[src/rtl/evq_pkg.sv]
package evq_pkg;

  // Widest source vector the helper functions accept.
  localparam int MAX_SRC = 64;

  // Number of set bits in v strictly below bit position pos.
  function automatic int ones_below(logic [MAX_SRC-1:0] v, int pos);
    int c = 0;
    for (int k = 0; k < MAX_SRC; k++) begin
      if (k < pos && v[k]) c++;
    end
    return c;
  endfunction

  // base + off wrapped into [0, depth), for base < depth and off <= depth.
  function automatic int ring_add(int base, int off, int depth);
    int s = base + off;
    if (s >= depth) s -= depth;
    return s;
  endfunction

endpackage

[src/rtl/evq_sync_edge.sv]
module evq_sync_edge #(
  parameter int WIDTH = 8
) (
  input  logic             clk,
  input  logic             rst_n,
  input  logic [WIDTH-1:0] raw_in,
  output logic [WIDTH-1:0] synced,
  output logic [WIDTH-1:0] rise
);

  logic [WIDTH-1:0] meta_q;
  logic [WIDTH-1:0] sync_q;
  logic [WIDTH-1:0] last_q;

  always_ff @(posedge clk or negedge rst_n) begin
    if (!rst_n) begin
      meta_q <= '0;
      sync_q <= '0;
      last_q <= '0;
    end else begin
      meta_q <= raw_in;
      sync_q <= meta_q;
      last_q <= sync_q;
    end
  end

  assign synced = sync_q;
  assign rise   = sync_q & ~last_q;

endmodule

[src/rtl/evq_fifo.sv]
module evq_fifo
  import evq_pkg::*;
#(
  parameter int DEPTH = 8,
  localparam int IDX_W = $clog2(DEPTH),
  localparam int CNT_W = $clog2(DEPTH + 1)
) (
  input  logic             clk,
  input  logic             rst_n,
  input  logic [DEPTH-1:0] push_vec,
  input  logic [DEPTH-1:0] push_snap,
  input  logic             pop_req,
  output logic [IDX_W-1:0] head_src,
  output logic [DEPTH-1:0] head_snap,
  output logic             empty,
  output logic [CNT_W-1:0] level
);

  logic [IDX_W-1:0] src_q  [DEPTH];
  logic [DEPTH-1:0] snap_q [DEPTH];
  logic [IDX_W-1:0] rd_ptr_q;
  logic [CNT_W-1:0] cnt_q;

  logic             pop_fire;
  logic [CNT_W-1:0] push_cnt;
  logic [IDX_W-1:0] wr_base;
  logic [IDX_W-1:0] slot [DEPTH];

  assign pop_fire = pop_req && (cnt_q != '0);
  assign push_cnt = CNT_W'($countones(push_vec));
  assign wr_base  = IDX_W'(ring_add(int'(rd_ptr_q), int'(cnt_q), DEPTH));

  // Each pushing source takes the slot after all lower-numbered pushers.
  always_comb begin
    for (int i = 0; i < DEPTH; i++) begin
      slot[i] = IDX_W'(ring_add(int'(wr_base), ones_below(MAX_SRC'(push_vec), i), DEPTH));
    end
  end

  always_ff @(posedge clk or negedge rst_n) begin
    if (!rst_n) begin
      rd_ptr_q <= '0;
      cnt_q    <= '0;
    end else begin
      if (pop_fire) rd_ptr_q <= IDX_W'(ring_add(int'(rd_ptr_q), 1, DEPTH));
      cnt_q <= cnt_q + push_cnt - CNT_W'(pop_fire);
    end
  end

  always_ff @(posedge clk) begin
    for (int i = 0; i < DEPTH; i++) begin
      if (push_vec[i]) begin
        src_q[slot[i]]  <= IDX_W'(i);
        snap_q[slot[i]] <= push_snap;
      end
    end
  end

  assign empty     = (cnt_q == '0);
  assign level     = cnt_q;
  assign head_src  = empty ? '0 : src_q[rd_ptr_q];
  assign head_snap = empty ? '0 : snap_q[rd_ptr_q];

  // occupancy never exceeds one entry per source.
  p_depth_bound_r10: assert property (@(posedge clk) disable iff (!rst_n)
    cnt_q <= CNT_W'(DEPTH));

  // a pop on an empty queue with nothing arriving leaves it untouched.
  p_pop_empty_r8: assert property (@(posedge clk) disable iff (!rst_n)
    (pop_req && cnt_q == '0 && push_vec == '0) |=> (cnt_q == '0 && $stable(rd_ptr_q)));

endmodule

[src/rtl/evq_dispatch.sv]
module evq_dispatch #(
  parameter int NUM_SRC = 8,
  localparam int IDX_W = $clog2(NUM_SRC),
  localparam int CNT_W = $clog2(NUM_SRC + 1)
) (
  input  logic               clk,
  input  logic               rst_n,
  input  logic [NUM_SRC-1:0] evt_lines,
  input  logic               pop_ack,
  output logic [IDX_W-1:0]   head_line,
  output logic [NUM_SRC-1:0] head_snap,
  output logic               queue_empty,
  output logic [NUM_SRC-1:0] lost_flags,
  input  logic [NUM_SRC-1:0] lost_clr
);

  logic [NUM_SRC-1:0] synced_vec;
  logic [NUM_SRC-1:0] rise_vec;
  logic [NUM_SRC-1:0] pend_q;
  logic [NUM_SRC-1:0] lost_q;
  logic [CNT_W-1:0]   level;

  // Named internal events.
  logic               pop_fire;
  logic [NUM_SRC-1:0] pop_clr_vec;
  logic [NUM_SRC-1:0] pend_eff;
  logic [NUM_SRC-1:0] accept_vec;
  logic [NUM_SRC-1:0] drop_vec;

  evq_sync_edge #(.WIDTH(NUM_SRC)) sync_i (
    .clk    (clk),
    .rst_n  (rst_n),
    .raw_in (evt_lines),
    .synced (synced_vec),
    .rise   (rise_vec)
  );

  assign pop_fire    = pop_ack && !queue_empty;
  assign pop_clr_vec = pop_fire ? (NUM_SRC'(1) << head_line) : '0;
  assign pend_eff    = pend_q & ~pop_clr_vec;
  assign accept_vec  = rise_vec & ~pend_eff;
  assign drop_vec    = rise_vec & pend_eff;

  evq_fifo #(.DEPTH(NUM_SRC)) fifo_i (
    .clk       (clk),
    .rst_n     (rst_n),
    .push_vec  (accept_vec),
    .push_snap (synced_vec),
    .pop_req   (pop_ack),
    .head_src  (head_line),
    .head_snap (head_snap),
    .empty     (queue_empty),
    .level     (level)
  );

  always_ff @(posedge clk or negedge rst_n) begin
    if (!rst_n) begin
      pend_q <= '0;
      lost_q <= '0;
    end else begin
      pend_q <= pend_eff | accept_vec;
      lost_q <= (lost_q & ~lost_clr) | drop_vec;
    end
  end

  assign lost_flags = lost_q;

  // pending bits and queue occupancy agree, so no source is queued twice.
  p_pend_level_r5: assert property (@(posedge clk) disable iff (!rst_n)
    $countones(pend_q) == int'(level));

  // the event offered at the head belongs to a pending source.
  p_head_pending_r3: assert property (@(posedge clk) disable iff (!rst_n)
    !queue_empty |-> pend_q[head_line]);

  // a loss flag only falls after a clear strobe for that bit.
  p_lost_sticky_r6: assert property (@(posedge clk) disable iff (!rst_n)
    1'b1 |=> ((($past(lost_q) & ~$past(lost_clr)) & ~lost_q) == '0));

  // a pop that frees a source never coincides with a loss on it.
  p_pop_no_loss_r7: assert property (@(posedge clk) disable iff (!rst_n)
    (pop_clr_vec & drop_vec) == '0);

endmodule

[config.mk]
export PLATFORM = sky130hd
export DESIGN_NAME = evq_dispatch
export DESIGN_NICKNAME = d
export VERILOG_FILES = /design/src/rtl/evq_pkg.sv /design/src/rtl/evq_sync_edge.sv /design/src/rtl/evq_fifo.sv /design/src/rtl/evq_dispatch.sv
export SDC_FILE = /design/constraint.sdc
export NUM_CORES = 1
export LEC_CHECK = 0
export BUFFER_PORTS_ARGS = -buffer_cell sky130_fd_sc_hd__buf_4
export CAP_MARGIN = 20
export CORE_ASPECT_RATIO = 1.1
export CORE_MARGIN = 2
export CORE_UTILIZATION = 60
export CTS_CLUSTER_SIZE = 16
export DETAILED_ROUTE_END_ITERATION = 6
export GPL_TIMING_DRIVEN = 1
export PLACE_DENSITY = 0.84
export SKIP_LAST_GASP = 1
export SLEW_MARGIN = 40
export SYNTH_ARGS = -nofsm -noshare
export SYNTH_HDL_FRONTEND = slang
export SYNTH_HIERARCHICAL = 1
export SYNTH_SLANG_ARGS = --single-unit
[constraint.sdc]
create_clock -name clk -period 8.45 [get_ports clk]
set_input_delay 2.535 -clock clk [delete_from_list [all_inputs] [get_ports clk]]
set_output_delay 2.535 -clock clk [all_outputs]
set_load 0.03 [all_outputs]
==> out/metrics.cfg <==
[finish]
final_util_pct=71.1
antenna_cells=0
final_common_cell=edfxtp_1
syn_to_final_growth_pct=14.6
drive_above_1_share_pct=19.8
nets=702
final_cell_mix=edfxtp_1 (64), nand2_1 (57), buf_4 (49)

[placed_design]
place.gp.congestion=0.971
place.detailed.hpwl_um=14300
dp_slack_ns=-0.195
port_buffers=38

[yosys]
syn_inst=598
ys_types=62
synth_fp_nets=653
ys_ff_latch=135
synth_edf_count=64
synthFlopType=edfxtp_1
synthesis.area_um2=7160
seq_area_frac_synth_pct=49.9
synth_top_area_share_pct=26.8
synthTopCellsByArea=edfxtp_1 (27%), dfrtp_1 (16%), mux4_2 (6.9%)
async_flop_share_pct=34.8
avgSynthCellArea_um2=12.0
synth_top_area_cell=edfxtp_1
synth_warnings=6

[floorplan]
fp.dieW_um=108
die-area_um2=12800
initial_utilization_pct=62.1
io_pins=39
die_h_um=119
core_area_um2=11500
rows=41

[critical_path]
r2r-start=fifo_i/rd_ptr_q[0]
path_common_cell=ha_1
end_kind=flop
path_cells=buf_4 -> or3b_4 -> o31ai_4 -> and2_1 -> inv_1 -> ha_1 -> xor2_1 -> ha_1 -> mux2_2 -> ha_1 -> mux2_2 -> ha_1 -> mux2_2 -> ha_1 -> mux2i_1 -> fa_1 -> xor2_1 -> xor2_2 -> nor3_1 -> nor3_1 -> nand2_2
reg2reg_depth=24
endpoint=fifo_i/snap_q[6][1]
r2r-end=fifo_i/snap_q[6][1]
r2r_setup_slack_ns=0.86
start_kind=primary input
slowest_delay_ns=0.44
cp_top_family=adder cells
crit_path_start=pop_ack
critPathRequiredTime_ns=8.57
crit_path_max_fanout=8
crit_arrival_ns=8.34
crit_buf_inv=2
crit_path_top_delay_cell=or3b_4
path_depth=21
path_class=in -> reg

[route]
wirelength_um=19700
viasPerCell=6.68
wire_per_inst_um=24.4
dr.pass1.iters=6
drc=0
antenna_left=0
dr_total_vias=5407
drt-initial-drc-count=805

[worst_hold_path]
worstHoldPathType=reg -> reg

[sta]
rsz0062_at_grt=false
worst-slew-pin-transition_ns=0.774
clock_skew_ns=0.0131
max_slew_margin_pct=48.0
max_freq_mhz=122
period_minus_slack_ns=8.22
final_max_slew_viol_count=0
fin_crit_sh_pct=97.2
fin_ws_ns=0.234
finalSetupViolations=0
whs_ns=0.349
finalHoldViolations=0

[clock_network]
clk_pin_slew_ns=0.06
holdBufCountCts=0
htreeDepth=4
clkLatencyLatePin_ns=0.42
cts_sinks=135
cts_tree=yes
cts_root_buf=clkbuf_16
clock_path_buffers=2
cts_made_buffers=17

[global_route]
antenna_found_initial=0
grt_use_total_pct=32.7
overflow=0
first_global_vias=5483
grt_pass1_wl_um=30600
grt_max_degree=48

[run]
drv_cap=0

[run_status]
outcome=finished, final reports clean

## metrics by stage
step / cells / cell area (um2) / TNS [ns]
CTS: 808 / 8190 / 0
global route: 810 / 8210 / 0
global placement: 776 / 7640 / 0
floorplan: 598 / 7160 / 0
finish: 810 / 8210 / 0
detailed placement: 776 / 7650 / -3.65
## cell usage after synthesis (all sizes together) (14+ instances only)
cell / count
inv: 37
dfxtp: 24
xnor2: 20
edfxtp: 64
o21ai: 24
nand3: 18
o22ai: 14
mux4: 22
nor2b: 14
nor2: 40
dfrtp: 47
a21oi: 21
clkbuf: 16
nand2: 58
ha: 23
## routing by layer
metal  GRT usage [%]  share of wire (%)
met5               0                  0
met4            16.2                5.7
met3            7.67                9.0
met2            53.2                 49
met1            40.9                 37
## worst register-to-register path: cells and delay by family (launching register included)
family	cells	cell delay [ns]
adder cells (fa/ha/maj)	6	1.94
XOR/XNOR	3	0.96
flip-flops	1	0.48
AO/OA/AOI/OAI	1	0.22
AND/OR/NAND/NOR	6	1.57
multiplexers	6	1.71
buffers and inverters	2	0.39
## repair_timing
item,CTS,global route
endpoints found under the setup margin,0,24
gates resized for setup,0,2
buffers inserted,0,2
## registers in the layout, summed over array words and instances, names as in the netlist
register,count
sync_i/meta_q,8
lost_flags,8
sync_i/last_q,8
fifo_i/level,4
fifo_i/src_q,24
sync_i/synced,8
pend_q,8
fifo_i/rd_ptr_q,3
fifo_i/snap_q,64
## cell families after synthesis
logic type	count (synthesis)	synth area share, %
AOI/OAI and AO/OA	116	11.3
xor gates and xnor gates	34	5.40
adders and majority gates	36	7.65
buffers and inverters	56	3.00
DFF	135	49.9
muxes	39	9.38
and+or+nand+nor	182	13.3
## cell type report
class                      instances  area [um2]
timing repair buffer              49         368
multi-input combinational        407        3390
clock buffer                      20         458
tap                              150         188
sequential                       135        3580
clock inverter                    12        90.1
inverter                          37         139
fill                             745        3330
## worst min path at each step
stage               slack [ns]             start  cells after the start               end
floorplan                 0.33  sync_i/meta_q[0]                      0  sync_i/synced[0]
global placement          0.33  sync_i/meta_q[0]                      0  sync_i/synced[0]
detailed placement        0.34  sync_i/meta_q[6]                      0  sync_i/synced[6]
CTS                       0.35  sync_i/meta_q[0]                      0  sync_i/synced[0]
global route              0.36  sync_i/meta_q[6]                      0  sync_i/synced[6]
finish                    0.35  sync_i/meta_q[0]                      0  sync_i/synced[0]
Power is left out: the tool's default activity adds up to more than one toggle a clock period on the data nets, which glitch-free logic cannot reach.
